## src/rtl/irq_prio_ctrl.sv

```systemverilog
module irq_prio_ctrl #(
  parameter int N_EXT = 15,
  parameter int N_PER = 25,
  parameter int PW    = 4,
  parameter int CW    = 12,
  parameter int RW    = 16
) (
  input  logic          clk,
  input  logic          rst_n,
  input  logic [14:0]   ext_irq,
  input  logic          nmi_irq,
  input  logic [24:0]   periph_irq,
  input  logic          cfg_we,
  input  logic [1:0]    cfg_addr,
  input  logic [15:0]   cfg_wdata,
  output logic [15:0]   cfg_rdata,
  input  logic          cpu_block,
  input  logic [3:0]    cpu_mask,
  input  logic          ack,
  output logic          intr_valid,
  output logic [11:0]   intr_code,
  output logic          intr_req
);
  localparam int NS  = N_EXT + 1 + N_PER;
  localparam int NMI = N_EXT;
  localparam int P0  = N_EXT + 1;
  localparam int EPW = PW + 1;
  localparam int IW  = $clog2(NS);

  logic [RW-1:0]  preg [3];
  logic [NS-1:0]  pend;
  logic [NS-1:0]  raise_all;
  logic [NS-1:0]  set_v;
  logic [NS-1:0]  clr_v;
  logic [EPW-1:0] prio [NS];
  logic [EPW-1:0] win_prio;
  logic [IW-1:0]  win_idx;

  function automatic logic [CW-1:0] code_of(input int i);
    int p;
    p = i - P0;
    if (i < N_EXT)    return CW'(12'h200 + 12'h20 * i);
    else if (i == NMI) return CW'(12'h1C0);
    else if (p < 7)   return CW'(12'h600 + 12'h20 * p);
    else if (p < 18)  return CW'(12'h400 + 12'h20 * (p - 7));
    else if (p < 22)  return CW'(12'h700 + 12'h20 * (p - 18));
    else              return CW'(12'h560 + 12'h20 * (p - 22));
  endfunction

  function automatic logic [EPW-1:0] fld(input logic [RW-1:0] r, input int f);
    return {1'b0, r[f*PW +: PW]};
  endfunction

  always_comb begin
    for (int i = 0; i < NS; i++) begin
      int p;
      p = i - P0;
      if (i < N_EXT)     prio[i] = EPW'(N_EXT - i);
      else if (i == NMI) prio[i] = EPW'(16);
      else if (p == 0)   prio[i] = fld(preg[2], 0);
      else if (p == 1)   prio[i] = fld(preg[2], 3);
      else if (p < 7)    prio[i] = fld(preg[2], 2);
      else if (p == 7)   prio[i] = fld(preg[0], 3);
      else if (p == 8)   prio[i] = fld(preg[0], 2);
      else if (p < 11)   prio[i] = fld(preg[0], 1);
      else if (p < 14)   prio[i] = fld(preg[0], 0);
      else if (p < 18)   prio[i] = fld(preg[1], 1);
      else if (p < 22)   prio[i] = fld(preg[2], 1);
      else if (p == 22)  prio[i] = fld(preg[1], 3);
      else               prio[i] = fld(preg[1], 2);
    end
  end

  always_comb begin
    win_prio = '0;
    win_idx  = '0;
    for (int i = 0; i < NS; i++)
      if (pend[i] && prio[i] > win_prio) begin
        win_prio = prio[i];
        win_idx  = IW'(i);
      end
  end

  assign raise_all  = {periph_irq, nmi_irq, ext_irq};
  assign intr_valid = (win_prio != '0);
  assign intr_code  = intr_valid ? code_of(int'(win_idx)) : '0;
  assign intr_req   = intr_valid && !cpu_block && ({1'b0, cpu_mask} < win_prio);
  assign cfg_rdata  = (cfg_addr == 2'd3) ? '0 : preg[cfg_addr];

  always_comb begin
    for (int i = 0; i < NS; i++) begin
      set_v[i] = raise_all[i] && (prio[i] != '0);
      clr_v[i] = ack && intr_valid && (win_idx == IW'(i));
    end
  end

  always_ff @(posedge clk) begin
    if (!rst_n) begin
      pend <= '0;
      for (int r = 0; r < 3; r++) preg[r] <= '0;
    end else begin
      pend <= (pend & ~clr_v) | set_v;
      if (cfg_we && cfg_addr != 2'd3) preg[cfg_addr] <= cfg_wdata;
    end
  end
endmodule

```

## config.mk

```make
export PLATFORM = sky130hd
export DESIGN_NAME = irq_prio_ctrl
export DESIGN_NICKNAME = d
export VERILOG_FILES = /design/src/rtl/irq_prio_ctrl.sv
export SDC_FILE = /design/constraint.sdc
export NUM_CORES = 1
export LEC_CHECK = 0
export BUFFER_PORTS_ARGS = -buffer_cell sky130_fd_sc_hd__buf_4
export CORE_UTILIZATION = 35
export CTS_CLUSTER_DIAMETER = 80
export DETAILED_ROUTE_END_ITERATION = 16
export PLACE_DENSITY = 0.6
export SLEW_MARGIN = 20
export SYNTH_ARGS = -nofsm -noshare
export SYNTH_HDL_FRONTEND = slang
export SYNTH_SLANG_ARGS = --single-unit
```

## constraint.sdc

```tcl
create_clock -name clk -period 59.9 [get_ports clk]
set_clock_uncertainty 0.1 [all_clocks]
set_input_delay 2.995 -clock clk [delete_from_list [all_inputs] [get_ports clk]]
set_output_delay 2.995 -clock clk [all_outputs]
set_load 0.1 [all_outputs]
```

## Word level (Yosys, flattened, before mapping)

Memories as Yosys holds them, arrays and structs flattened.
Index checks and enable logic that the tools add are counted.

- Bits in registers: 41
- Latch bits: 0
- Output and inout port bits: 30
- RAM bits: 48
- Logic and storage cells: 322
- Memories: 1
- Bits in read-only memories: 0

Memories:

| memory | words | bits a word | read ports | clocked after Yosys merged registers in | wr ports | line | source |
|---|---|---|---|---|---|---|---|
| preg | 3 | 16 | 4 | 0 | 3 | 30 | `logic [RW-1:0] preg [3];` |

- Magnitude comparators: 45
- Shift-type cells: 0
- Multipliers: 0
- Bitwise operators: 3
- Divide/modulo/power cells: 0
- $add $sub $neg: 9
- Reduce and logical (&&, ||, !) cells: 125
- Muxes and demuxes: 95
- Equal/unequal tests: 43

Operator list:

| operator | number |
|---|---|
| 2-to-1 mux 5 bit | 28 |
| 2-to-1 mux 6 bit | 23 |
| > comparator 4 x 5 -> 1 bit | 25 |
| logical AND 1 bit | 110 |
| equality test 6 x 5 -> 1 bit, second input constant | 17 |
| 2-to-1 mux 4 bit | 23 |
| 2-to-1 mux 12 bit | 6 |
| nonzero test 5 bit | 12 |
| equality test 6 bit, second input constant | 9 |
| adder 12 bit, first input constant | 4 |
| equality test 6 x 4 -> 1 bit, second input constant | 8 |
| bitwise AND 41 bit | 1 |
| NOT 41 bit | 1 |
| bitwise OR 41 bit | 1 |
| 2-to-1 mux 16 bit | 2 |
| > comparator 4 x 5 -> 1 bit, first input constant | 5 |
| equality test 6 x 3 -> 1 bit, second input constant | 4 |
| > comparator 3 x 5 -> 1 bit, first input constant | 4 |
| OR reduction 16 bit | 1 |
| < comparator 7 x 6 -> 1 bit, second input constant | 2 |
| subtractor 7 x 6 -> 7 bit, second input constant | 2 |
| adder 10 x 11 -> 12 bit, first input constant | 1 |
| equality test 6 x 2 -> 1 bit, second input constant | 2 |
| 2-to-1 mux 3 bit | 4 |
| 16 further kinds | 25 |

## Depth between registers and ports, before layout

Gate-level depths: netlist (run 1).

- Depth after elaboration: 130
- Depth in mapped cells: 240
- Mapped depth without buffers: 234

## Worst setup path after synthesis (run 1)

Ideal clock, no wire load.

- Path kind: reg2out
- From: register pend[15]
- To: output intr_code[5]
- Cell stages (with the launch flop): 227
- Required time: 56.805 ns
- Setup slack: 14.339 ns
- Arrival: 42.466 ns
- Path through: dfxtp_1 clkbuf_1 inv_2 clkbuf_1 clkbuf_1 clkbuf_1 nand2_1 ha_1 nor2b_1 o211ai_1 a21oi_1 clkbuf_1 a211o_1 a21boi_0 ha_1 nor2b_1 o211ai_1 a21o_1 (+191 left out) nor2b_1 o21ai_0 nand2b_1 a21oi_1 nor4bb_1 nor2_1 and4_1 nand2_2 buf_2 ha_1 clkbuf_1 inv_1 nor2_1 a32oi_4 xnor2_2 a21oi_1 xnor2_1 nor3_1

- Word-level cells in the longest chain between the ends: 86
- Elaborated cells on any way between the ends: 124

RTL lines:

| element | line | source |
|---|---|---|
| start: declaration | 31 | `logic [NS-1:0] pend;` |
| start signal: assignment | 102 | `pend <= (pend & ~clr_v) \| set_v;` |
| logical AND 1 bit * | 78 | `if (pend[i] && prio[i] > win_prio) begin` |
| 2-to-1 mux 5 bit | 78 |  |
| > comparator 4 x 5 -> 1 bit | 78 |  |
| logical AND 1 bit | 78 |  |
| 2-to-1 mux 5 bit | 78 |  |
| > comparator 4 x 5 -> 1 bit | 78 |  |
| logical AND 1 bit | 78 |  |
| 2-to-1 mux 5 bit | 78 |  |
| (+70 left out) | n/a |  |
| subtractor 7 x 6 -> 7 bit, on equally long branches | 47, 46 |  |
| adder 12 bit, on equally long branches | 47, 46 |  |
| 2-to-1 mux 12 bit | 46 | `else if (p < 22) return CW'(12'h700 + 12'h20 * (p - 18));` |
| 2-to-1 mux 12 bit | 45 | `else if (p < 18) return CW'(12'h400 + 12'h20 * (p - 7));` |
| 2-to-1 mux 12 bit | 44 | `else if (p < 7) return CW'(12'h600 + 12'h20 * p);` |
| 2-to-1 mux 12 bit | 43 | `else if (i == NMI) return CW'(12'h1C0);` |
| 2-to-1 mux 12 bit | 42 | `if (i < N_EXT) return CW'(12'h200 + 12'h20 * i);` |
| 2-to-1 mux 12 bit * | 86 | `assign intr_code = intr_valid ? code_of(int'(win_idx)) : '0;` |
| end: declaration | 21 | `output logic [11:0] intr_code,` |

Every way passes the cells marked *; elsewhere a longest branch is shown, timed or not.

## Worst setup path after layout (run 1)

- From: register pend[4]
- To: output intr_code[7]

- Word-level cells in the longest chain between the ends: 119
- Elaborated cells on any way between the ends: 168

RTL lines:

| element | line |
|---|---|
| logical AND 1 bit * | 78 |
| 2-to-1 mux 4 bit | 78 |
| > comparator 4 x 5 -> 1 bit | 78 |
| logical AND 1 bit | 78 |
| 2-to-1 mux 4 bit | 78 |
| > comparator 4 x 5 -> 1 bit | 78 |
| logical AND 1 bit | 78 |
| 2-to-1 mux 4 bit | 78 |
| (+103 left out) | n/a |
| subtractor 7 x 6 -> 7 bit, on equally long branches | 47, 46 |
| adder 12 bit, on equally long branches | 47, 46 |
| 2-to-1 mux 12 bit | 46 |
| 2-to-1 mux 12 bit | 45 |
| 2-to-1 mux 12 bit | 44 |
| 2-to-1 mux 12 bit | 43 |
| 2-to-1 mux 12 bit | 42 |
| 2-to-1 mux 12 bit * | 86 |

Marked as above.

==> flow_metrics.tcl, run 1 <==
set metrics [dict create \
    pre_cts_ws_ps 9343 \
    track_usage_pct 23.04 \
    finalHoldViolations 0 \
    crit_path_max_fanout 20 \
    core_um2 30830 \
    num-nets-final 1640 \
    yosys.area_share.simple_pct 24.58 \
    grt_use_met1_pct 30.81 \
    cts_root_buf "clkbuf_16" \
    antenna_left 0 \
    synth_cell_types 112 \
    cts_max_level 3 \
    muxShareOfSynthArea_pct 8.978 \
    synth_area_leader_cell "edfxtp_1" \
    die_y_um 179.8 \
    worstHoldPathType "flip-flop to flip-flop" \
    period_needed_ps 51810 \
    cpMostUsedCell "ha_1" \
    grt_pass1_vias 10460 \
    design.portCount 98 \
    drv_slew 0 \
    worst_slew_margin_rel_pct 38.92 \
    worstPathRequired_ps 56800 \
    synth_area_per_cell_um2 7.793 \
    final-setup-viol-count 0 \
    slowest_stage "a21oi_1" \
    synth_common_cells "nand2_1 (133), a21oi_1 (109), nor2_1 (105)" \
    synth_fa_ha_area_share_pct 11.19 \
    synth_seq_area_share_pct 20.44 \
    fmax_mhz 19.30 \
    cts_buffer_depth 2 \
    setup_tns_ps 0 \
    synth_edf_count 48 \
    antenna_found_initial 1 \
    synthXorXnorAreaFrac_pct 1.730 \
    num_vias 11270 \
    fin_ws_ps 8092 \
    synth_area_leaders "edfxtp_1 (13%), ha_1 (11%), dfxtp_1 (7.4%)" \
    syn_inst 1420 \
    cts_hold_buffers 0 \
    use_met3_pct 2.755 \
    ys_seq_elements 89 \
    arrival_ps 48710 \
    violations "DRC" \
    cts_tree "built" \
    port-buffer-count 92 \
    overflow 0 \
    synth.top_cell.area_share_pct 13.03 \
    post_cts_resized 0 \
    critPathKind "flip-flop to output port" \
    rows 64 \
    async_reset_ff_share_pct 0 \
    postCtsSetupBuffers 0 \
    max_slew.worst_pin.slew_ps 907.8 \
    clock-sinks 89 \
    cap_violations 0 \
    synth-compound-area-share_pct 27.17 \
    syn-cell-area_um2 11070 \
    n_antenna_cell 0 \
    finalWeightedCongestion 0.9230 \
    synth_most_common_cell "nand2_1" \
    synth_ff_type "edfxtp_1" \
    routedWlPerCell_um 20.48 \
    drt-vias-per-instance 6.016 \
    die_area_um2 32330 \
    top_usage_layer "met2" \
    cp-end-kind "output port" \
    path_clk_slew_ps 70 \
    drive_above_1_share_pct 14.82 \
    rsz0062_at_grt "false" \
    start_util_pct 35.89 \
    hpwlAfterDp_um 29630 \
    numCtsBuffers 9 \
    fin_crit_sh_pct 86.49 \
    area_delta_synth_final_pct 12.03 \
    yosysWarnings 0 \
    clock_latency_ps 360 \
    grt_pass1_wl_um 59050 \
    die_w_um 179.8 \
    outcome "finished with violations" \
    grt_use_met2_pct 38.65 \
    crit_path_max_incr_delay_ps 740 \
    drt-total-wl_um 38380 \
    critPathLaunchType "flip-flop" \
    dr.first_iter.drc_count 1355 \
    synth_top_family_by_area "compound AO/OA/AOI/OAI gates" \
    drc 8 \
    dr.pass1.iters 14 \
    grt_max_degree 59 \
]
flip-flops by register name (all words and copies together), names as in the netlist:
register  cells
pend         41
preg         48
layer usage:
metal  routed length, um  share of wire [%]
met1               16980                 44
met2               17870                 47
met4                 951                2.5
met5                  13              0.034
met3                2561                6.7
through the flow:
step	util, %	hold slack, ps	std cells	instance area [um^2]
final	40.21	381.7	1874	12400
after global routing	40.21	405.1	1874	12400
after CTS	40.21	376.1	1874	12400
after detailed placement	39.12	365.8	1858	12060
after global placement	39.12	361.6	1858	12060
after floorplan	-	341.6	1424	11080
path summary, 6_finish.rpt:
| path | cells past startpoint | to | startpoint | slack [ps] |
|---|---|---|---|---|
| setup reg to reg | 221 | pend[7]$_SDFF_PN0_ | pend[4]$_SDFF_PN0_ | 12290 |
| setup / recovery | 224 | intr_code[7] | pend[4]$_SDFF_PN0_ | 8090 |
| hold / removal | 2 | pend[16]$_SDFF_PN0_ | pend[16]$_SDFF_PN0_ | 380 |
| hold reg to reg | 2 | pend[16]$_SDFF_PN0_ | pend[16]$_SDFF_PN0_ | 380 |
final cells by class:
type | count | area (um^2)
clock inverter | 6 | 96.34
sequential | 89 | 2263
fill | 3167 | 18430
multi-input combinational | 1172 | 8180
timing repair buffer | 98 | 735.7
inverter | 103 | 386.6
clock buffer | 10 | 239.0
tap | 396 | 495.5
placed cells by master (no fill, tap or decap), types with 17 or more instances in the layout:
| cell | Yosys | layout |
|---|---|---|
| a21oi_1 | 109 | 109 |
| a31oi_1 | 20 | 20 |
| and2_1 | 58 | 58 |
| and3_1 | 21 | 21 |
| buf_4 | 6 | 98 |
| dfxtp_1 | 41 | 40 |
| edfxtp_1 | 48 | 48 |
| ha_1 | 99 | 99 |
| inv_1 | 100 | 100 |
| mux2_2 | 43 | 43 |
| mux2i_1 | 48 | 48 |
| nand2_1 | 133 | 133 |
| nand3_1 | 55 | 55 |
| nor2_1 | 105 | 105 |
| nor2b_1 | 19 | 19 |
| nor3_1 | 32 | 32 |
| o21a_1 | 20 | 20 |
| o21ai_0 | 94 | 94 |
| xnor2_1 | 17 | 17 |
logic make-up after synthesis:
family                   Yosys count
buffers and inverters            163
multiplexers                      93
AO/OA/AOI/OAI                    429
AND/OR/NAND/NOR                  525
other                              1
XOR/XNOR                          21
adder cells (fa/ha/maj)           99
flip-flops                        89
critical path, delay by kind of cell (launching register included):
kind,cells,cell delay [ps]
compound gates,76,18030
xor+xnor,1,180
fa+ha+maj,26,7130
buf+inv,24,2080
flops,1,360
mux,19,6110
simple gates,78,14450
Power of run 1 is left out: the tool's default activity adds up to more than one toggle a clock period on the data nets, which glitch-free logic cannot reach.
==> inputs of run 2 (changes only) <==
- PLACE_DENSITY: 0.6 -> 0.61
- clock period: 59.9 -> 42.6 ns (I/O delays scaled with it)
==> run 2 against run 1 <==
Net effect:
- the run still ends with DRC left
- routed wire length rose by 13%
- first-iteration DRC count down 16%
- final cell count is 11% higher
- setup slack got worse by 7800 ps
- sequential share of layout area fell by 4.2 points
- via count is 10% higher
- critical path depth grew 2
- critical path type unchanged
- largest cell class unchanged
==> flow_metrics.tcl, run 2 (synthesis results as in run 1) <==
set metrics [dict create \
    rows 64 \
    worstPathRequired_ps 40370 \
    path_clk_slew_ps 70 \
    dr.pass1.iters 11 \
    drc 5 \
    cp-end-kind "output port" \
    r2r_end "pend[19]$_SDFF_PN0_" \
    core_um2 30830 \
    overflow 0 \
    track_usage_pct 23.59 \
    cts_buffer_depth 2 \
    grt_pass1_wl_um 61150 \
    drv_slew 0 \
    cts_hold_buffers 0 \
    worstHoldPathType "flip-flop to flip-flop" \
    antenna_left 0 \
    crit_path_max_incr_delay_ps 550 \
    period_needed_ps 42260 \
    cpMostUsedCell "ha_4" \
    area_delta_synth_final_pct 45.88 \
    die_w_um 179.8 \
    worstRegToRegCells 224 \
    mostFrequentLayoutCells "buf_4 (278), nand2_1 (111), nor2_1 (82)" \
    outcome "finished with violations" \
    drt-vias-per-instance 6.008 \
    hpwlAfterDp_um 30380 \
    startpoint "pend[4]$_SDFF_PN0_" \
    fmax_mhz 23.66 \
    start_util_pct 35.89 \
    top_regs "preg x48, pend x41" \
    crit_path_max_fanout 8 \
    die_area_um2 32330 \
    crit_cells 226 \
    cts_max_level 3 \
    finalHoldViolations 0 \
    num_vias 12460 \
    regToRegSetupSlack_ps 2380 \
    cts_root_buf "clkbuf_16" \
    top_register "preg" \
    critPathKind "flip-flop to output port" \
    cap_violations 0 \
    dr.first_iter.drc_count 1135 \
    slowest_stage "or4bb_4" \
    grt_max_degree 59 \
    crit_family "compound AO/OA/AOI/OAI gates" \
    die_y_um 179.8 \
    rsz0062_at_grt "true" \
    critPathLaunchType "flip-flop" \
    largest_register_ffs 48 \
    drt-total-wl_um 43490 \
    post-route-cell-area_um2 16140 \
    n_antenna_cell 0 \
    grt_pass1_vias 11140 \
    routedWlPerCell_um 20.98 \
    dpl_cell_area_um2 12890 \
    arrival_ps 40030 \
    clock-sinks 89 \
    worst_slew_margin_rel_pct 20.73 \
    clock_latency_ps 360 \
    path_buf_inv 28 \
    drive_above_1_share_pct 42.87 \
    critical_path.endpoint "intr_code[7]" \
    r2r_start "pend[4]$_SDFF_PN0_" \
    fin_crit_sh_pct 99.20 \
    finalWeightedCongestion 0.9618 \
    max_slew.worst_pin.slew_ps 1189 \
    final_common_cell "buf_4" \
    antenna_found_initial 0 \
    numCtsBuffers 9 \
    violations "DRC" \
    num-nets-final 1839 \
    final-setup-viol-count 0 \
    port-buffer-count 92 \
    design.portCount 98 \
    cts_tree "built" \
]
==> run 2: area by class of cell <==
class / instances / area, um^2
Clock buffer: 10 / 229.0
Clock inverter: 6 / 76.32
Fill cell: 2669 / 14690
Inverter: 103 / 409.1
Multi-Input combinational cell: 1172 / 10300
Sequential cell: 89 / 2270
Tap cell: 396 / 495.5
Timing Repair Buffer: 297 / 2366
==> run 2: routing by layer <==
| layer | share of wire [%] | GRT usage, % | vias up |
|---|---|---|---|
| li1 | - | - | 5782 |
| met1 | 42 | 31.61 | 6029 |
| met3 | 7.0 | 2.776 | 89 |
| met5 | 0 | 0 | - |
| met4 | 2.6 | 7.034 | 0 |
| met2 | 49 | 39.56 | 555 |
==> run 2: worst min-delay path by stage <==
stage / endpoint / from / cells past startpoint / slack [ps]
final: pend[16]$_SDFF_PN0_ / pend[16]$_SDFF_PN0_ / 2 / 390
after global routing: pend[20]$_SDFF_PN0_ / pend[20]$_SDFF_PN0_ / 1 / 420
after CTS: pend[38]$_SDFF_PN0_ / pend[38]$_SDFF_PN0_ / 2 / 390
after detailed placement: pend[38]$_SDFF_PN0_ / pend[38]$_SDFF_PN0_ / 2 / 380
after global placement: pend[16]$_SDFF_PN0_ / pend[16]$_SDFF_PN0_ / 2 / 360
after floorplan: pend[16]$_SDFF_PN0_ / pend[16]$_SDFF_PN0_ / 2 / 340
==> run 2: what timing repair did <==
item                       4_1_cts  5_1_grt
buffers inserted                24       78
pin swaps                       50      161
resized for setup              111      357
setup endpoints to repair        9       50
==> run 2: per-stage QoR <==
stage                     setup slack, ps  utilization (%)  hold WS [ps]  TNS (ps)  std cells
after CTS                         0.06395            44.88         387.9         0       1999
after global routing                -1247            52.36         416.9     -9357       2073
after floorplan                     15.95                -         341.6         0       1424
after global placement             -748.9            41.81         359.8     -5241       1959
final                               340.0            52.36         389.6         0       2073
after detailed placement            -1429            41.81         377.9    -11160       1959
==> run 2: tightest hold or removal path: stages, from the launching register on <==
cell and delay [ps]:
dfxtp_1 320, nand2_1 50, a21boi_0 70
Power of run 2 is left out for the same reason.
